## config.mk

```make
export PLATFORM = sky130hd
export DESIGN_NAME = pte_access_check
export DESIGN_NICKNAME = d
export VERILOG_FILES = /design/src/rtl/pte_chk_pkg.sv /design/src/rtl/pte_prot_chk.sv /design/src/rtl/pte_cache_attr.sv /design/src/rtl/pte_acc_upd.sv /design/src/rtl/pte_rsp_reg.sv /design/src/rtl/pte_access_check.sv
export SDC_FILE = /design/constraint.sdc
export NUM_CORES = 1
export LEC_CHECK = 0
export BUFFER_PORTS_ARGS = -buffer_cell sky130_fd_sc_hd__buf_2
export CAP_MARGIN = 20
export CORE_MARGIN = 10
export CORE_UTILIZATION = 35
export CTS_BUF_LIST = sky130_fd_sc_hd__clkbuf_8
export DETAILED_ROUTE_END_ITERATION = 6
export PLACE_DENSITY = 0.78
export SETUP_SLACK_MARGIN = 0.02
export SYNTH_ARGS = -nofsm -noshare
export SYNTH_HDL_FRONTEND = slang
export SYNTH_SLANG_ARGS = --single-unit
```

## constraint.sdc

```tcl
create_clock -name clk_i -period 1.3 [get_ports clk_i]
set_input_delay 0.13 -clock clk_i [delete_from_list [all_inputs] [get_ports clk_i]]
set_output_delay 0.13 -clock clk_i [all_outputs]
set_load 0.02 [all_outputs]
```

## src/rtl/pte_chk_pkg.sv

```systemverilog
package pte_chk_pkg;
  typedef enum logic [1:0] {
    RSN_NONE   = 2'd0,
    RSN_ABSENT = 2'd1,
    RSN_PRIV   = 2'd2,
    RSN_WRITE  = 2'd3
  } reason_e;

  localparam int unsigned BIT_PRESENT  = 0;
  localparam int unsigned BIT_WRITABLE = 1;
  localparam int unsigned BIT_USER     = 2;
  localparam int unsigned BIT_WTHRU    = 3;
  localparam int unsigned BIT_NOCACHE  = 4;
  localparam int unsigned BIT_ACCESSED = 5;
  localparam int unsigned PTE_MIN_W    = 6;

  typedef struct packed {
    reason_e reason;
    logic    cacheable;
    logic    wthru;
    logic    set_acc;
  } verdict_t;
endpackage

```

## src/rtl/pte_prot_chk.sv

```systemverilog
module pte_prot_chk
  import pte_chk_pkg::*;
#(
  parameter int unsigned PTE_W = 32
) (
  input  logic [PTE_W-1:0] pte_i,
  input  logic             write_i,
  input  logic             user_i,
  input  logic             wr_prot_i,
  output reason_e          reason_o
);
  logic present, writable, user_pg, wr_blocked;

  assign present    = pte_i[BIT_PRESENT];
  assign writable   = pte_i[BIT_WRITABLE];
  assign user_pg    = pte_i[BIT_USER];
  // supervisor writes bypass read-only unless write-protect is on
  assign wr_blocked = write_i && !writable && (user_i || wr_prot_i);

  always_comb begin
    if (!present)              reason_o = RSN_ABSENT;
    else if (user_i && !user_pg) reason_o = RSN_PRIV;
    else if (wr_blocked)       reason_o = RSN_WRITE;
    else                       reason_o = RSN_NONE;
  end
endmodule

```

## src/rtl/pte_cache_attr.sv

```systemverilog
module pte_cache_attr
  import pte_chk_pkg::*;
#(
  parameter int unsigned PTE_W = 32
) (
  input  logic [PTE_W-1:0] pte_i,
  input  logic             cache_off_i,
  output logic             cacheable_o,
  output logic             wthru_o
);
  logic nocache_eff;

  // global cache-off forces the no-cache bit and masks the policy bit
  assign nocache_eff = cache_off_i | pte_i[BIT_NOCACHE];
  assign cacheable_o = ~nocache_eff;
  assign wthru_o     = ~cache_off_i & pte_i[BIT_WTHRU];
endmodule

```

## src/rtl/pte_acc_upd.sv

```systemverilog
module pte_acc_upd
  import pte_chk_pkg::*;
#(
  parameter int unsigned PTE_W = 32
) (
  input  logic [PTE_W-1:0] pte_i,
  input  reason_e          reason_i,
  output logic             set_acc_o,
  output logic [PTE_W-1:0] pte_upd_o
);
  localparam logic [PTE_W-1:0] ACC_MASK = PTE_W'(1) << BIT_ACCESSED;

  assign set_acc_o = (reason_i == RSN_NONE) && !pte_i[BIT_ACCESSED];
  assign pte_upd_o = pte_i | ACC_MASK;
endmodule

```

## src/rtl/pte_rsp_reg.sv

```systemverilog
module pte_rsp_reg
  import pte_chk_pkg::*;
#(
  parameter int unsigned PTE_W = 32
) (
  input  logic             clk_i,
  input  logic             rst_ni,
  input  logic             load_i,
  input  logic             take_i,
  input  verdict_t         verdict_i,
  input  logic [PTE_W-1:0] pte_i,
  output logic             valid_o,
  output verdict_t         verdict_o,
  output logic [PTE_W-1:0] pte_o
);
  always_ff @(posedge clk_i or negedge rst_ni) begin
    if (!rst_ni) begin
      valid_o   <= 1'b0;
      verdict_o <= '0;
      pte_o     <= '0;
    end else if (load_i) begin
      valid_o   <= 1'b1;
      verdict_o <= verdict_i;
      pte_o     <= pte_i;
    end else if (take_i) begin
      valid_o   <= 1'b0;
    end
  end
endmodule

```

## src/rtl/pte_access_check.sv

```systemverilog
module pte_access_check
  import pte_chk_pkg::*;
#(
  parameter int unsigned PTE_W = 32
) (
  input  logic             clk_i,
  input  logic             rst_ni,
  input  logic             req_valid_i,
  output logic             req_ready_o,
  input  logic             req_write_i,
  input  logic             req_user_i,
  input  logic [PTE_W-1:0] req_pte_i,
  input  logic             cache_off_i,
  input  logic             wr_prot_i,
  output logic             rsp_valid_o,
  input  logic             rsp_ready_i,
  output logic             rsp_fault_o,
  output logic [1:0]       rsp_reason_o,
  output logic             rsp_cacheable_o,
  output logic             rsp_wthru_o,
  output logic             wb_valid_o,
  output logic [PTE_W-1:0] wb_pte_o
);
  reason_e          reason;
  logic             cacheable, wthru, set_acc;
  logic [PTE_W-1:0] pte_upd;
  logic             fire, take;
  verdict_t         verdict_d, verdict_q;

  if (PTE_W < PTE_MIN_W) begin : g_bad_width
    initial $error("PTE_W too small");
  end

  pte_prot_chk #(.PTE_W(PTE_W)) i_prot (
    .pte_i     (req_pte_i),
    .write_i   (req_write_i),
    .user_i    (req_user_i),
    .wr_prot_i (wr_prot_i),
    .reason_o  (reason)
  );

  pte_cache_attr #(.PTE_W(PTE_W)) i_attr (
    .pte_i       (req_pte_i),
    .cache_off_i (cache_off_i),
    .cacheable_o (cacheable),
    .wthru_o     (wthru)
  );

  pte_acc_upd #(.PTE_W(PTE_W)) i_acc (
    .pte_i     (req_pte_i),
    .reason_i  (reason),
    .set_acc_o (set_acc),
    .pte_upd_o (pte_upd)
  );

  assign verdict_d = '{reason: reason, cacheable: cacheable, wthru: wthru, set_acc: set_acc};

  // a held verdict blocks intake unless it leaves this cycle
  assign req_ready_o = !rsp_valid_o || rsp_ready_i;
  assign fire        = req_valid_i && req_ready_o;
  assign take        = rsp_valid_o && rsp_ready_i;

  pte_rsp_reg #(.PTE_W(PTE_W)) i_rsp (
    .clk_i     (clk_i),
    .rst_ni    (rst_ni),
    .load_i    (fire),
    .take_i    (take),
    .verdict_i (verdict_d),
    .pte_i     (pte_upd),
    .valid_o   (rsp_valid_o),
    .verdict_o (verdict_q),
    .pte_o     (wb_pte_o)
  );

  assign rsp_reason_o    = verdict_q.reason;
  assign rsp_fault_o     = verdict_q.reason != RSN_NONE;
  assign rsp_cacheable_o = verdict_q.cacheable;
  assign rsp_wthru_o     = verdict_q.wthru;
  assign wb_valid_o      = rsp_valid_o && verdict_q.set_acc;
endmodule

```

==> flow_metrics.tcl, run 1 <==
set metrics [dict create \
    status "finished clean" \
    crit_buf_inv 2 \
    die_w_um 86.34 \
    crit_path_start_kind "register" \
    finalSetupViolations 0 \
    cts_tree "yes" \
    port_buffers 79 \
    hold_path.class "primary input to register" \
    gr-total-overflow 0 \
    nNetsFinal 232 \
    dr.first_iter.drc_count 47 \
    crit_required_ps 1480 \
    die_y_um 86.34 \
    ir_worst_vdd_mv 0.4892 \
    syn_to_final_growth_pct 49.80 \
    ys_ff_latch 38 \
    clkTransAtPathRegs_ps 70 \
    grt_pass1_vias 1370 \
    start_util 0.3587 \
    drt_first_pass_iters 3 \
    cts_sinks 38 \
    syn_area_mm2 0.001540 \
    setup_slack_ps 6.056 \
    syn-mean-instance-area_um2 15.72 \
    wire_per_inst_um 16.37 \
    clk_latency_ps 290 \
    grt_antenna_before_repair 0 \
    crit_path_end_kind "register" \
    ys_seq_area_frac 0.6174 \
    cp-endpoint "i_rsp.pte_o[4]" \
    tightest_slew_ps 401.0 \
    r2r_start "i_rsp.valid_o" \
    fmax_ghz 0.7728 \
    cts.htree.levels 2 \
    rr_worst_depth 5 \
    n_antenna_cell 0 \
    grt_pass1_wl_um 6658 \
    maxSlewHeadroom 0.7327 \
    cp_top_family "flip-flops" \
    crit_chain "nor2b_4, inv_6, nand2_8, buf_12, mux2_4" \
    std_cell_rows 24 \
    crit_path_start "i_rsp.valid_o" \
    rsz0062_at_grt "yes" \
    hold_viol 0 \
    slew_viol_final 0 \
    critical_path_peak_fanout 15 \
    dp_hpwl_um 3210 \
    setup_tns_ps 0 \
    ant_nets 0 \
    ys_warn_count 0 \
    cts_root_buffer "clkbuf_8" \
    critPathArrivalTime_ps 1470 \
    r2r_slack_ps 6 \
    p_leak_uw 0.001232 \
    critPathMaxStageDelay_ps 370 \
    drcViolationCount 0 \
    drive_gt1_frac 0.7098 \
    clockBufferDepth 2 \
    power_density_mw_per_mm2 1432 \
    cts_buffers 5 \
    via_per_inst 4.649 \
    dp_cells 233 \
    drv_cap 0 \
    grt_max_degree 23 \
    vias 1139 \
    synth_nets 138 \
    pre_cts_ws_ps -4.417 \
    io_pins 80 \
    cp_slowest_cell "dfrtp_2" \
    gp_congestion 0.7811 \
    fin_crit_ps 1294 \
    timing.final.crit_share 0.9953 \
    wirelength_um 4010 \
    cp.depth 5 \
    syn_inst 98 \
    grt_use_total 0.1115 \
    synth.distinct_cells 22 \
    skew_ps 1.754 \
    die-area_mm2 0.007454 \
    reg2reg_to "i_rsp.pte_o[4]" \
    core_area_mm2 0.004294 \
    worstSetupPathType "register to register" \
    instances_no_fill 245 \
]
[Yosys cell counts (all sizes together)]
cell type	count	area, um^2
nand2	2	23.77
a21o	1	7.510
nor2b	1	13.76
nand2b	3	18.77
mux2i	1	10.01
and2	1	6.260
mux2	31	364.1
a22o	1	8.760
o41ai	1	16.27
buf	5	48.79
inv	3	16.27
o22ai	1	6.260
nor2	1	3.750
o31ai	1	7.510
and3	1	6.260
o21ai	5	25.02
or2	1	6.260
dfrtp	38	950.9
[cell usage in the layout, fill, tap and decap left out, types with 2 or more instances in the layout]
master	count
buf_12	3
mux2_4	26
buf_4	8
buf_2	76
clkinv_2	2
dfrtp_1	37
nand2b_1	3
inv_1	2
clkbuf_8	5
mux2_2	5
buf_6	4
o21ai_0	5
[where the power goes]
group / total (uW) / internal, uW / switching, uW
clock network: 981 / 564 / 416
logic: 892 / 439 / 453
registers: 1430 / 1340 / 87.7
[through the flow]
stage / hold slack, ps / cell area, um^2 / total power [uW] / utilization
2_1_floorplan: -165.6 / 1624 / 1978 / -
3_3_place_gp: 79.89 / 2133 / 2301 / 0.4968
3_5_place_dp: 86.48 / 2133 / 2318 / 0.4968
4_1_cts: 20.70 / 2277 / 3322 / 0.5303
5_1_grt: 29.65 / 2307 / 3472 / 0.5373
6_report: 30.99 / 2307 / 3305 / 0.5373
[cell type report]
type | instances | area (um^2)
sequential | 38 | 952.2
tap | 52 | 65.06
inverter | 3 | 16.27
clock buffer | 5 | 68.82
timing repair buffer | 92 | 555.5
multi-input combinational | 52 | 609.3
fill | 365 | 1987
clock inverter | 3 | 40.04
[flip-flops by register name, indices dropped and copies added, names as in the netlist]
name / cells
i_rsp.valid_o: 1
i_rsp.verdict_o: 5
i_rsp.pte_o: 32
[cell families after synthesis]
family,after synthesis,synth area share
compound gates,10,0.04631
simple gates,10,0.05118
buf+inv,8,0.04224
mux,32,0.2429
flops,38,0.6174
[worst reg2reg max path: stages (launching register included)]
cell,delay (ps)
dfrtp_2,370
nor2b_4,190
inv_6,60
nand2_8,80
buf_12,170
mux2_4,310
[timing repair]
action | 4_1_cts | 5_1_grt
hold endpoints to repair | 16 | 0
gates cloned | 0 | 0
hold buffers | 1 | 0
gates resized for setup | 3 | 7
setup endpoints to repair | 25 | 34
buffers inserted | 2 | 1
[how the worst min path moves through the flow]
stage               cells after the start  slack (ps)        start                  to
floorplan                               0        -170       rst_ni      i_rsp.pte_o[0]
global placement                        1          80       rst_ni      i_rsp.pte_o[1]
detailed placement                      1          90       rst_ni      i_rsp.pte_o[1]
CTS                                     2          20  cache_off_i  i_rsp.verdict_o[2]
global route                            2          30  cache_off_i  i_rsp.verdict_o[2]
finish                                  2          30  cache_off_i  i_rsp.verdict_o[2]
[layer usage]
layer	up-vias	share of wire	global-route usage
met5	-	0	0
met4	0	0.021	0.05744
met3	9	0.11	0.05441
met2	54	0.46	0.1758
met1	546	0.41	0.1216
li1	530	-	-
(Power assumes the default switching activity.)
==> run 2, diff against run 1 <==
--- a/config.mk
+++ b/config.mk
@@ -5,13 +5,14 @@
 export SDC_FILE = /design/constraint.sdc
 export NUM_CORES = 1
 export LEC_CHECK = 0
-export BUFFER_PORTS_ARGS = -buffer_cell sky130_fd_sc_hd__buf_2
 export CAP_MARGIN = 20
+export CORE_ASPECT_RATIO = 0.7
 export CORE_MARGIN = 10
 export CORE_UTILIZATION = 35
 export CTS_BUF_LIST = sky130_fd_sc_hd__clkbuf_8
 export DETAILED_ROUTE_END_ITERATION = 6
-export PLACE_DENSITY = 0.78
+export DONT_BUFFER_PORTS = 1
+export PLACE_DENSITY = 0.62
 export SETUP_SLACK_MARGIN = 0.02
 export SYNTH_ARGS = -nofsm -noshare
 export SYNTH_HDL_FRONTEND = slang
==> run 2 against run 1 <==
Effect of this change: cell area fell by 5.5%; maximum frequency rose by 3.3%; worst setup slack improved by 41 ps; combinational power fell by 46%; via count fell by 17%; sequential cell count did not move; first-iteration DRC count fell by 60%; clock skew rose by 5.2 ps; cell count fell by 20%; global-route usage rose by 0.065 points; critical path type unchanged; critical endpoint is now i_rsp.pte_o[3]; largest cell class unchanged; highest routed layer unchanged.
==> flow_metrics.tcl, run 2 (synthesis gave the netlist of run 1 again) <==
set metrics [dict create \
    die_y_um 75.50 \
    reg_top3 "i_rsp.pte_o: 32 flops, i_rsp.verdict_o: 5 flops, i_rsp.valid_o: 1 flops" \
    crit_required_ps 1460 \
    drcViolationCount 0 \
    clockBufferDepth 2 \
    wire_per_inst_um 21.30 \
    swShare 0.2904 \
    ir_worst_vdd_mv 0.8313 \
    largest-register "i_rsp.pte_o" \
    final_cell_mix "35 x dfrtp_1, 34 x dlygate4sd3_1, 24 x mux2_4, 8 x clkbuf_8, 7 x mux2_2" \
    post_cts_buffers 0 \
    layout_commonest_cell "dfrtp_1" \
    std_cell_rows 20 \
    seqPwrFrac 0.543 \
    wirelength_um 4174 \
    power_switching_uw 896.2 \
    skew_ps 6.980 \
    grt_use_total 0.1122 \
    drv_cap 0 \
    gp_congestion 0.7333 \
    dr.first_iter.drc_count 19 \
    cts.htree.levels 2 \
    slew_viol_final 0 \
    worstSetupPathType "register to register" \
    nNetsFinal 180 \
    drt_first_pass_iters 5 \
    grt_antenna_before_repair 0 \
    die-area_mm2 0.007496 \
    ant_nets 0 \
    p_int_uw 2190 \
    gr-total-overflow 0 \
    io_pins 80 \
    p_leak_uw 0.0009985 \
    grt_pass1_vias 1070 \
    fillers 351 \
    grt_pass1_wl_um 6389 \
    tightest_slew_ps 342.4 \
    timing.final.crit_share 0.9639 \
    n_antenna_cell 0 \
    cts_tree "yes" \
    power_density_mw_per_mm2 1416 \
    dp_hpwl_um 2634 \
    die_w_um 99.29 \
    fmax_ghz 0.7980 \
    via_per_inst 4.806 \
    port_buffers 0 \
    critPathArrivalTime_ps 1420 \
    pre_cts_ws_ps -74.19 \
    cts_root_buffer "clkbuf_8" \
    crit_path_end_kind "register" \
    grt_max_degree 39 \
    setup_tns_ps 0 \
    crit_path_start_kind "register" \
    start_util 0.3578 \
    finalSetupViolations 0 \
    comb_power_share 0.155 \
    crit_chain "nor2b_4, inv_6, nand2_8, mux2_4" \
    critPathMaxStageDelay_ps 400 \
    cts_sinks 38 \
    hold_path.class "primary input to register" \
    fin_crit_ps 1253 \
    drive_gt1_frac 0.3830 \
    setup_slack_ps 46.87 \
    core_area_mm2 0.004304 \
    largest_reg_flops 32 \
    cp_slowest_cell "dfrtp_2" \
    hold_viol 0 \
    rsz0062_at_grt "yes" \
    cts_buffers 5 \
    status "finished clean" \
    clk_latency_ps 280 \
    syn_to_final_growth_pct 41.51 \
    maxSlewHeadroom 0.7693 \
    critical_path_peak_fanout 18 \
    clkPwrFrac 0.301 \
    clkTransAtPathRegs_ps 80 \
    vias 942 \
]
[run 2: cell count changes in the layout (fill, tap and decap cells not counted), sizes merged]
cell and delta:
buf -87, dlygate4sd3 +33, clkbuf +3, clkinv -2, nand2 +2, bufinv -1
[run 2: power by group through the flow]
stage | clock, uW | combinational [uW] | sequential (uW)
floorplan | 0 | 342 | 1640
global placement | 0 | 333 | 1700
detailed placement | 0 | 350 | 1700
CTS | 954 | 478 | 1680
global route | 1010 | 517 | 1700
finish | 930 | 480 | 1680
[run 2: worst paths after layout]
path	depth (start not counted)	slack [ps]	to	startpoint
max	4	50	i_rsp.pte_o[3]	i_rsp.valid_o
min	2	20	i_rsp.verdict_o[1]	cache_off_i
max reg2reg	4	50	i_rsp.pte_o[3]	i_rsp.valid_o
min reg2reg	2	520	i_rsp.verdict_o[0]	i_rsp.verdict_o[0]
max in group asynchronous	2	810	i_rsp.verdict_o[3]	rst_ni
min in group asynchronous	2	300	i_rsp.pte_o[28]	rst_ni
[run 2: stage by stage]
step | instances | hold WS (ps) | instance area [um^2] | util | total power [uW]
floorplan | 98 | -165.6 | 1624 | - | 1978
global placement | 151 | -164.5 | 1659 | 0.3855 | 2029
detailed placement | 151 | -163.9 | 1659 | 0.3855 | 2046
CTS | 196 | 12.26 | 2162 | 0.5023 | 3112
global route | 196 | 34.36 | 2180 | 0.5064 | 3220
finish | 196 | 18.94 | 2180 | 0.5064 | 3086
[run 2: what timing repair did]
item                                    4_1_cts  5_1_grt
pin swaps                                     1        0
endpoints found under the setup margin       33       12
gates cloned                                  2        0
hold buffers                                 35        0
hold endpoints to repair                     72        0
resized for setup                             2        4
[run 2: final cells by class]
type	count	area, um^2	area share
sequential	38	954.7	0.4380
multi-input combinational	54	646.9	0.2968
timing repair buffer	38	382.9	0.1757
clock buffer	8	110.1	0.05052
tap	55	68.82	0.03157
inverter	3	16.27	0.007463
[run 2: worst max-delay path: cells and delay by family (launching register included)]
kind / cells / cell delay [ps]
multiplexers: 1 / 330
flip-flops: 1 / 400
buffers and inverters: 1 / 110
AND/OR/NAND/NOR: 2 / 290
[run 2: per-layer routing]
metal / GRT usage / vias up / routed length, um
met3: 0.04438 / 2 / 277
met2: 0.1945 / 36 / 2290
met4: 0.04754 / 0 / 41
met5: 0 / - / 0
met1: 0.1218 / 477 / 1564
li1: - / 427 / -
